File: config.mk
export PLATFORM = sky130hd
export DESIGN_NAME = clkout_ctrl
export DESIGN_NICKNAME = d
export VERILOG_FILES = /design/src/rtl/clkgate_pkg.sv /design/src/rtl/clkgate_sampler.sv /design/src/rtl/clkgate_cfg.sv /design/src/rtl/clkgate_cell.sv /design/src/rtl/clkout_ctrl.sv
export SDC_FILE = /design/constraint.sdc
export NUM_CORES = 1
export LEC_CHECK = 0
export ABC_AREA = 1
export CAP_MARGIN = 10
export CORE_ASPECT_RATIO = 1.4
export CORE_MARGIN = 2
export CORE_UTILIZATION = 35
export CTS_BUF_LIST = sky130_fd_sc_hd__clkbuf_2 sky130_fd_sc_hd__clkbuf_4 sky130_fd_sc_hd__clkbuf_8
export DETAILED_ROUTE_END_ITERATION = 6
export DONT_BUFFER_PORTS = 1
export GPL_TIMING_DRIVEN = 1
export PLACE_DENSITY = 0.48
export SLEW_MARGIN = 20
export SYNTH_ARGS = -nofsm -noshare
export SYNTH_HDL_FRONTEND = slang
export SYNTH_SLANG_ARGS = --single-unit
export TNS_END_PERCENT = 10
File: constraint.sdc
create_clock -name clk -period 2.2 [get_ports clk]
set_clock_uncertainty 0.1 [all_clocks]
set_input_delay 0.11 -clock clk [delete_from_list [all_inputs] [get_ports clk]]
set_output_delay 0.11 -clock clk [all_outputs]
set_load 0.02 [all_outputs]
File: src/rtl/clkgate_pkg.sv
package clkgate_pkg;

    localparam int N_CPU    = 2;
    localparam int N_PCI    = 7;
    localparam int IDX_CPU0 = 0;
    localparam int IDX_PCI0 = IDX_CPU0 + N_CPU;
    localparam int IDX_APIC = IDX_PCI0 + N_PCI;
    localparam int IDX_REF  = IDX_APIC + 1;
    localparam int IDX_48   = IDX_REF + 1;
    localparam int IDX_24   = IDX_48 + 1;
    localparam int N_OUT    = IDX_24 + 1;
    localparam int SEL_W    = 4;
    localparam int CODE_W   = SEL_W + 1;
    localparam int RATE_W   = 12;
    localparam int DIV_W    = 2;

    typedef enum logic [1:0] {
        MODE_SSC_OFF = 2'b00,
        MODE_BYPASS  = 2'b01,
        MODE_SSC_ON  = 2'b10,
        MODE_HIZ     = 2'b11
    } run_mode_e;

    typedef struct packed {
        logic [SEL_W-1:0] sel;
        logic             use_reg;
        run_mode_e        mode;
    } ctrl_t;

    typedef struct packed {
        logic [RATE_W-1:0] cpu;
        logic [RATE_W-1:0] pci;
    } rate_t;

    typedef struct packed {
        logic refc;
        logic cpu;
        logic pci;
        logic f48;
        logic ref_d2;
        logic ref_d4;
        logic f48_d2;
    } src_t;

    localparam ctrl_t CTRL_RESET = '{sel: '0, use_reg: 1'b0, mode: MODE_SSC_ON};

    function automatic ctrl_t unpack_ctrl(input logic [7:0] b);
        ctrl_t c;
        c.sel     = b[7:4];
        c.use_reg = b[3];
        c.mode    = run_mode_e'(b[1:0]);
        return c;
    endfunction

    function automatic logic [N_OUT-1:0] map_enables(input logic [7:0] pci_b,
                                                    input logic [7:0] misc_b);
        logic [N_OUT-1:0] e;
        e[IDX_CPU0 +: N_CPU] = misc_b[N_CPU-1:0];
        e[IDX_PCI0 +: N_PCI] = pci_b[N_PCI-1:0];
        e[IDX_APIC]          = misc_b[2];
        e[IDX_REF]           = misc_b[5] & misc_b[6];
        e[IDX_48]            = misc_b[3];
        e[IDX_24]            = misc_b[4];
        return e;
    endfunction

    function automatic rate_t pin_rate(input logic [1:0] fs);
        rate_t r;
        case (fs)
            2'b11:   r = '{cpu: 12'd1333, pci: 12'd333};
            2'b10:   r = '{cpu: 12'd1050, pci: 12'd350};
            2'b01:   r = '{cpu: 12'd1000, pci: 12'd333};
            default: r = '{cpu: 12'd668,  pci: 12'd333};
        endcase
        return r;
    endfunction

endpackage

File: src/rtl/clkgate_sampler.sv
module clkgate_sampler
    import clkgate_pkg::*;
(
    input  logic clk,
    input  logic rst,
    input  logic ref_in,
    input  logic cpu_in,
    input  logic pci_in,
    input  logic f48_in,
    output src_t src
);

    logic             ref_s, cpu_s, pci_s, f48_s;
    logic             ref_prev, f48_prev;
    logic [DIV_W-1:0] div_cnt;
    logic             f48_half;
    logic             ref_rise, f48_rise;

    assign ref_rise = ref_s & ~ref_prev;
    assign f48_rise = f48_s & ~f48_prev;

    always_ff @(posedge clk) begin
        if (rst) begin
            ref_s    <= 1'b0;
            cpu_s    <= 1'b0;
            pci_s    <= 1'b0;
            f48_s    <= 1'b0;
            ref_prev <= 1'b0;
            f48_prev <= 1'b0;
            div_cnt  <= '0;
            f48_half <= 1'b0;
        end else begin
            ref_s    <= ref_in;
            cpu_s    <= cpu_in;
            pci_s    <= pci_in;
            f48_s    <= f48_in;
            ref_prev <= ref_s;
            f48_prev <= f48_s;
            if (ref_rise) div_cnt  <= div_cnt + 1'b1;
            if (f48_rise) f48_half <= ~f48_half;
        end
    end

    assign src = '{refc: ref_s, cpu: cpu_s, pci: pci_s, f48: f48_s,
                   ref_d2: div_cnt[0], ref_d4: div_cnt[DIV_W-1], f48_d2: f48_half};

    // the bypass divider advances only on a reference rising edge
    a_r5_div_on_ref_edge: assert property (@(posedge clk) disable iff (rst)
        !$stable(div_cnt) |-> $past(ref_rise));

endmodule

File: src/rtl/clkgate_cfg.sv
module clkgate_cfg
    import clkgate_pkg::*;
(
    input  logic              clk,
    input  logic              rst,
    input  logic              load,
    input  logic [7:0]        ctrl_byte,
    input  logic [7:0]        pci_byte,
    input  logic [7:0]        misc_byte,
    input  logic [1:0]        fs_pin,
    output run_mode_e         mode,
    output logic [N_OUT-1:0]  en,
    output logic [CODE_W-1:0] freq_code,
    output logic              spread_en,
    output rate_t             rate
);

    ctrl_t      ctrl_q;
    logic [1:0] fs_s;
    logic       unused_rsvd;

    assign unused_rsvd = ^{ctrl_byte[2], pci_byte[7], misc_byte[7]};

    always_ff @(posedge clk) begin
        if (rst) begin
            ctrl_q    <= CTRL_RESET;
            en        <= '1;
            fs_s      <= '0;
            freq_code <= '0;
            spread_en <= 1'b1;
            rate      <= '0;
        end else begin
            fs_s <= fs_pin;
            if (load) begin
                ctrl_q <= unpack_ctrl(ctrl_byte);
                en     <= map_enables(pci_byte, misc_byte);
            end
            freq_code <= ctrl_q.use_reg ? {1'b1, ctrl_q.sel} : {3'b000, fs_s};
            spread_en <= (ctrl_q.mode == MODE_SSC_ON);
            rate      <= ctrl_q.use_reg ? '0 : pin_rate(fs_s);
        end
    end

    assign mode = ctrl_q.mode;

    // the code moves only when the captured control or the pins moved
    a_r11_code_has_cause: assert property (@(posedge clk) disable iff (rst)
        !$stable(freq_code) |->
            (($past(ctrl_q) != $past(ctrl_q, 2)) || ($past(fs_s) != $past(fs_s, 2))));

endmodule

File: src/rtl/clkgate_cell.sv
module clkgate_cell (
    input  logic clk,
    input  logic rst,
    input  logic src,
    input  logic en,
    output logic out
);

    logic gate_q;

    always_ff @(posedge clk) begin
        if (rst) begin
            gate_q <= 1'b1;
            out    <= 1'b0;
        end else begin
            if (!src) gate_q <= en;
            out <= src & gate_q;
        end
    end

    // the gate moves only at an edge where the source is low
    a_r9_gate_moves_low: assert property (@(posedge clk) disable iff (rst)
        !$stable(gate_q) |-> !$past(src));

    // a closed gate holds the output low
    a_r4_closed_is_low: assert property (@(posedge clk) disable iff (rst)
        !gate_q |=> !out);

endmodule

File: src/rtl/clkout_ctrl.sv
module clkout_ctrl
    import clkgate_pkg::*;
(
    input  logic              clk,
    input  logic              rst,
    input  logic              ref_in,
    input  logic              cpu_in,
    input  logic              pci_in,
    input  logic              f48_in,
    input  logic [1:0]        fs_pin,
    input  logic              cfg_load,
    input  logic [7:0]        cfg_ctrl,
    input  logic [7:0]        cfg_pci_en,
    input  logic [7:0]        cfg_misc_en,
    output logic [N_OUT-1:0]  clk_out,
    output logic [N_OUT-1:0]  clk_oe,
    output logic [CODE_W-1:0] freq_code,
    output logic              spread_en,
    output logic [RATE_W-1:0] cpu_rate,
    output logic [RATE_W-1:0] pci_rate
);

    src_t             src;
    run_mode_e        mode;
    logic [N_OUT-1:0] en_q;
    logic [N_OUT-1:0] src_sel;
    rate_t            rate;
    logic             bypass;

    clkgate_sampler u_sampler (
        .clk    (clk),
        .rst    (rst),
        .ref_in (ref_in),
        .cpu_in (cpu_in),
        .pci_in (pci_in),
        .f48_in (f48_in),
        .src    (src)
    );

    clkgate_cfg u_cfg (
        .clk       (clk),
        .rst       (rst),
        .load      (cfg_load),
        .ctrl_byte (cfg_ctrl),
        .pci_byte  (cfg_pci_en),
        .misc_byte (cfg_misc_en),
        .fs_pin    (fs_pin),
        .mode      (mode),
        .en        (en_q),
        .freq_code (freq_code),
        .spread_en (spread_en),
        .rate      (rate)
    );

    assign cpu_rate = rate.cpu;
    assign pci_rate = rate.pci;
    assign bypass   = (mode == MODE_BYPASS);

    always_comb begin
        for (int i = 0; i < N_CPU; i++)
            src_sel[IDX_CPU0 + i] = bypass ? src.ref_d2 : src.cpu;
        for (int i = 0; i < N_PCI; i++)
            src_sel[IDX_PCI0 + i] = bypass ? src.ref_d4 : src.pci;
        src_sel[IDX_APIC] = src.refc;
        src_sel[IDX_REF]  = src.refc;
        src_sel[IDX_48]   = bypass ? src.ref_d2 : src.f48;
        src_sel[IDX_24]   = bypass ? src.ref_d4 : src.f48_d2;
    end

    for (genvar g = 0; g < N_OUT; g++) begin : g_out
        clkgate_cell u_cell (
            .clk (clk),
            .rst (rst),
            .src (src_sel[g]),
            .en  (en_q[g]),
            .out (clk_out[g])
        );
    end

    always_ff @(posedge clk) begin
        if (rst) clk_oe <= '1;
        else     clk_oe <= {N_OUT{mode != MODE_HIZ}};
    end

    // floating mode releases every output on the next edge
    a_r6_float_all: assert property (@(posedge clk) disable iff (rst)
        (mode == MODE_HIZ) |=> (clk_oe == '0));

    // spread request only follows the spread-on mode
    a_r1_spread_only_mode10: assert property (@(posedge clk) disable iff (rst)
        spread_en |-> ($past(mode) == MODE_SSC_ON));

endmodule

==> impl_metrics.env, run 1 <==
export IMPL_grt_ovfl_total=0
export IMPL_num_vias=1800
export IMPL_grt_met2_usage=0.215
export IMPL_synthCells=318
export IMPL_cts_tree="done"
export IMPL_hold_buffers=29
export IMPL_row_count=38
export IMPL_via_per_inst=4.28
export IMPL_required_ns=2.39
export IMPL_crit_path_top_delay_cell="dlygate4sd3_1"
export IMPL_totalWireLength_um=5010
export IMPL_htree_num_levels=3
export IMPL_synthDistinctLibCells=19
export IMPL_clockPowerShare=0.403
export IMPL_holdCritPathClass="input port to flop"
export IMPL_grt_pass1_vias=1730
export IMPL_drive_gt1_frac=0.0717
export IMPL_grt_use_met3=0.0430
export IMPL_routabilityCongestion=0.701
export IMPL_final_hold_viol_count=0
export IMPL_vdd_drop_max_mv=0.381
export IMPL_yosysSeqAreaShare=0.548
export IMPL_drt_iter0_drc=51
export IMPL_path_clk_slew_ns=0.08
export IMPL_antenna_found_initial=0
export IMPL_nNetsFinal=356
export IMPL_status="complete, no violations"
export IMPL_power_frac_seq=0.521
export IMPL_die_area_mm2=0.00857
export IMPL_crit_chain="dlygate4sd3_1, a21oi_1, o21ai_0, dlygate4sd3_1"
export IMPL_p_sw_uw=699
export IMPL_cap_violations=0
export IMPL_post_cts_resized=0
export IMPL_finalCoreUtilization=0.402
export IMPL_max_slew_margin=0.312
export IMPL_worstPathMaxFanout=25
export IMPL_crit_path_max_incr_delay_ns=1.21
export IMPL_tightest_slew_ns=1.03
export IMPL_syn_area_per_cell_um2=8.62
export IMPL_first_pass_iters=4
export IMPL_ys_warn_count=0
export IMPL_drv_slew=0
export IMPL_p_int_uw=2220
export IMPL_clk_insertion_delay_late_ns=0.34
export IMPL_max_freq_mhz=524
export IMPL_postCtsSetupRepairBufs=0
export IMPL_cts_inserted_buffers=9
export IMPL_die_h_um=109
export IMPL_grt_usage=0.127
export IMPL_root_buffer="clkbuf_8"
export IMPL_num_antenna_cells=0
export IMPL_critPathKind="input port to flop"
export IMPL_end_kind="flop"
export IMPL_power_density_mw_per_mm2=950
export IMPL_sw_frac_of_total=0.239
export IMPL_start_kind="input port"
export IMPL_post_route_period_util=0.868
export IMPL_synth_cell_area_mm2=0.00274
export IMPL_grt_busiest_layer="met2"
export IMPL_syn_to_final_growth_pct=12.3
export IMPL_fin_setup_tns_ns=0
export IMPL_io_pins=89
export IMPL_grt_pass1_wl_um=8190
export IMPL_period_needed_ns=1.91
export IMPL_drc=0
export IMPL_wl_per_cell_um=11.9
export IMPL_hpwl_um=3200
export IMPL_cp_common_cell="dlygate4sd3_1"
export IMPL_clock_sinks=75
export IMPL_initial_core_util=0.358
export IMPL_grt_max_degree=34
export IMPL_yosys_register_bits=75
export IMPL_chipWidth_um=78.8
export IMPL_numPortBuffers=0
export IMPL_fp_coreArea_mm2=0.00765
export IMPL_cellLeakagePower_uw=0.00139
export IMPL_comb_power_share=0.076
export IMPL_critPathArrivalTime_ns=2.10
export IMPL_ant_nets=0
export IMPL_cts_buffer_depth=2
export IMPL_finalSetupViolations=0
export IMPL_rsz0062_at_grt="false"
export IMPL_grt_use_met1=0.140
[flip-flops by register name, indices dropped and copies added (netlist names), 2 cells and up]
signal               flops
u_cfg.fs_s               2
u_cfg.en                13
g_out.u_cell.gate_q     13
g_out.u_cell.out        13
u_cfg.freq_code          5
u_cfg.ctrl_q             5
u_cfg.rate              11
u_sampler.div_cnt        2
u_cfg.mode               2
[metrics by stage]
stage                     cells  hold slack (ns)  setup WS (ns)  power [uW]  instance area, um^2
after detailed placement    376           0.0877          0.879        1730                 2560
after global placement      376           0.0857          0.896        1720                 2560
after global routing        421            0.263          0.150        3090                 3080
after CTS                   421            0.216          0.254        2980                 3080
final                       421            0.218          0.291        2920                 3080
after floorplan             323            0.117           1.10        1750                 2760
[worst max-delay path, delay by kind of cell]
kind | cells | cell delay, ns
AOI/OAI and AO/OA | 2 | 0.21
buffers and inverters | 2 | 1.77
[placed cells by master, fill, tap and decap left out, drive strengths merged, types with 3 or more instances in the layout]
cell type / netlist / layout
clkbuf: 2 / 11
inv: 28 / 28
nand3: 44 / 44
clkinv: 0 / 3
conb: 1 / 6
dfxtp: 75 / 75
nand2: 53 / 53
dlygate4sd3: 0 / 29
a21oi: 7 / 7
nor2: 40 / 40
o21ai: 8 / 8
ha: 7 / 7
[metal layers]
layer / share of wire / wire [um] / up-vias
li1: - / - / 945
met1: 0.42 / 2110 / 792
met2: 0.51 / 2560 / 53
met3: 0.048 / 241 / 10
met4: 0.019 / 97 / 0
met5: 0 / 0 / -
[synthesized netlist by cell type]
| cell | number | area share |
|---|---|---|
| nand2_1 | 51 | 0.070 |
| xor2_1 | 1 | 0.0032 |
| dfxtp_1 | 75 | 0.55 |
| nand2_4 | 2 | 0.0082 |
| buf_2 | 8 | 0.015 |
| o21bai_1 | 1 | 0.0027 |
| clkbuf_1 | 2 | 0.0027 |
| nor2_1 | 40 | 0.055 |
| o22ai_1 | 2 | 0.0046 |
| nor3_1 | 2 | 0.0037 |
| inv_2 | 1 | 0.0014 |
| conb_1 | 1 | 0.0014 |
| inv_1 | 27 | 0.037 |
| ha_1 | 7 | 0.032 |
| buf_4 | 39 | 0.11 |
| nand3_2 | 1 | 0.0037 |
| o21ai_0 | 8 | 0.015 |
| a21oi_1 | 7 | 0.013 |
| nand3_1 | 43 | 0.079 |
[cell families (layout without fill, tap and decap cells)]
kind of cell,after synthesis,count (layout),share of synthesized area
compound gates,18,18,0.0347
xor+xnor,1,1,0.00320
fa+ha+maj,7,7,0.0319
buf+inv,77,75,0.162
flops,75,75,0.548
other cells,1,6,0.00137
simple gates,139,139,0.219
[worst paths after layout]
check                              from                         end  slack (ns)  cells past startpoint
min                            cfg_load    u_cfg.en[4]$_SDFFE_PP1P_        0.22                      3
max reg2reg  u_cfg.mode[1]$_SDFFE_PP1P_  u_cfg.mode[1]$_SDFFE_PP1P_        0.88                      3
min reg2reg  u_cfg.mode[1]$_SDFFE_PP1P_        clk_oe[0]$_SDFF_PP1_        0.32                      1
max                                 rst  u_cfg.mode[1]$_SDFFE_PP1P_        0.29                      4
[layout make-up]
class                   count  area (um^2)
multi-input cells         171          813
clock inverters             5         75.1
fillers                   807         4580
repair buffers             31          305
well taps                 100          125
inverters                  28          105
clock buffers              11          151
flip-flops and latches     75         1500
[power groups by stage]
stage          Sequential [uW]  Combinational (uW)  Clock (uW)
4_1_cts                   1520                 228        1230
5_1_grt                   1530                 257        1300
3_3_place_gp              1550                 170           0
3_5_place_dp              1560                 174           0
6_report                  1520                 223        1180
2_1_floorplan             1520                 225           0
No activity file was read; power rests on OpenSTA's default activity.
==> run 2, diff against run 1 <==
CORE_ASPECT_RATIO = 1.75   (was 1.4)
HOLD_SLACK_MARGIN = 0.1   (was not set)
==> run 2 against run 1 <==
Effect of this change:
- clock power is essentially flat
- non-clock buffer count stayed put
- die area rose by 0.21%
- sequential power hardly changed
- hold slack got worse by 0.0085 ns
- fmax grew 1.4%
- routed wire length rose by 0.42%
- final area fell by 0.33%
- via count increased by 1.1%
- register-to-register slack about the same
- worst setup slack better by 0.027 ns
- utilization up 0.33 points
- critical path type unchanged
- largest power group unchanged
==> impl_metrics.env, run 2 (synthesized netlist as in run 1, its figures left out) <==
export IMPL_status="complete, no violations"
export IMPL_drc=0
export IMPL_max_slew_margin=0.324
export IMPL_worstPathMaxFanout=25
export IMPL_row_count=42
export IMPL_stdcell_count=409
export IMPL_wl_per_cell_um=12.3
export IMPL_rsz0062_at_grt="false"
export IMPL_initial_core_util=0.362
export IMPL_final_hold_viol_count=0
export IMPL_crit_chain="dlygate4sd3_1, inv_2, nand2_1, o22ai_1"
export IMPL_grt_max_degree=31
export IMPL_syn_to_final_growth_pct=11.9
export IMPL_grt_pass1_vias=1732
export IMPL_post_route_period_util=0.855
export IMPL_drt_iter0_drc=46
export IMPL_htree_num_levels=3
export IMPL_start_kind="input port"
export IMPL_whs_ns=0.209
export IMPL_cellLeakagePower_uw=0.00139
export IMPL_clock_sinks=75
export IMPL_postCtsSetupRepairBufs=0
export IMPL_first_pass_iters=4
export IMPL_max_freq_mhz=531
export IMPL_grt_usage=0.123
export IMPL_fin_setup_tns_ns=0
export IMPL_holdCritPathClass="input port to flop"
export IMPL_num_vias=1820
export IMPL_totalWireLength_um=5030
export IMPL_hold_buffers=29
export IMPL_crit_family="buffers and inverters"
export IMPL_grt_ovfl_total=0
export IMPL_nNetsFinal=356
export IMPL_fp_coreArea_mm2=0.00757
export IMPL_period_needed_ns=1.88
export IMPL_critPathKind="input port to flop"
export IMPL_required_ns=2.32
export IMPL_root_buffer="clkbuf_8"
export IMPL_crit_path_max_incr_delay_ns=1.20
export IMPL_hpwl_um=3260
export IMPL_via_per_inst=4.45
export IMPL_post_cts_resized=0
export IMPL_vdd_drop_max_mv=0.470
export IMPL_tightest_slew_ns=1.01
export IMPL_crit_path_top_delay_cell="dlygate4sd3_1"
export IMPL_grt_pass1_wl_um=7950
export IMPL_ant_nets=0
export IMPL_critPathArrivalTime_ns=2.00
export IMPL_cts_tree="done"
export IMPL_num_antenna_cells=0
export IMPL_final_common_cell="dfxtp_1"
export IMPL_cts_buffer_depth=2
export IMPL_power_density_mw_per_mm2=961
export IMPL_routabilityCongestion=0.720
export IMPL_placedCellCount=364
export IMPL_chipWidth_um=70.9
export IMPL_antenna_found_initial=0
export IMPL_end_kind="flop"
export IMPL_die_area_mm2=0.00858
export IMPL_drive_gt1_frac=0.0717
export IMPL_cts_inserted_buffers=9
export IMPL_cap_violations=0
export IMPL_cp_num_buf_inv=2
export IMPL_clk_insertion_delay_late_ns=0.34
export IMPL_drv_slew=0
export IMPL_finalSetupViolations=0
export IMPL_layout_common_cells="74 x dfxtp_1, 51 x nand2_1, 43 x nand3_1"
export IMPL_top_regs="g_out.u_cell.gate_q (13), g_out.u_cell.out (13), u_cfg.en (13)"
export IMPL_finalCoreUtilization=0.405
export IMPL_path_clk_slew_ns=0.08
export IMPL_io_pins=89
export IMPL_die_h_um=121
export IMPL_numPortBuffers=0
[run 2: path summary, 6_finish.rpt]
kind | slack, ns | start | endpoint | cells past startpoint
worst max-delay path | 0.32 | rst | u_cfg.freq_code[0]$_SDFF_PP0_ | 4
worst min-delay path | 0.21 | cfg_load | u_cfg.en[1]$_SDFFE_PP1P_ | 3
worst max register to register | 0.87 | u_cfg.mode[1]$_SDFFE_PP1P_ | u_cfg.mode[1]$_SDFFE_PP1P_ | 3
worst min register to register | 0.31 | u_cfg.mode[1]$_SDFFE_PP1P_ | clk_oe[0]$_SDFF_PP1_ | 1
[run 2: metrics by stage]
| stage | setup WS [ns] | total power (uW) | area, um^2 |
|---|---|---|---|
| final | 0.318 | 2950 | 3070 |
| after global routing | 0.129 | 3090 | 3070 |
| after CTS | 0.264 | 3000 | 3070 |
| after detailed placement | 0.890 | 1730 | 2550 |
| after global placement | 0.902 | 1730 | 2550 |
| after floorplan | 1.10 | 1750 | 2760 |
[run 2: layout make-up]
type	count	area (um^2)
clock buffers	12	159
clock inverters	4	72.6
fillers	810	4500
inverters	28	105
multi-input cells	171	813
flip-flops and latches	75	1500
well taps	88	110
repair buffers	31	305
[run 2: power by group]
group | internal, uW | leakage (uW) | switching, uW
registers | 1440 | 0.000620 | 82.3
clock network | 712 | 0.000116 | 490
logic | 88.3 | 0.000652 | 135
[run 2: routing by layer]
layer  vias up  share of wire  routed length (um)  track usage
met5         -              0                   0            0
li1        941              -                   -            -
met3         9          0.047                 235       0.0490
met4         0          0.031                 157       0.0778
met2        62           0.50                2540        0.203
met1       808           0.42                2100        0.128
[run 2: worst min-delay path: cells and delay by family]
kind                   cells  cell delay, ns
buffers and inverters      1            0.29
and+or+nand+nor            2            0.20
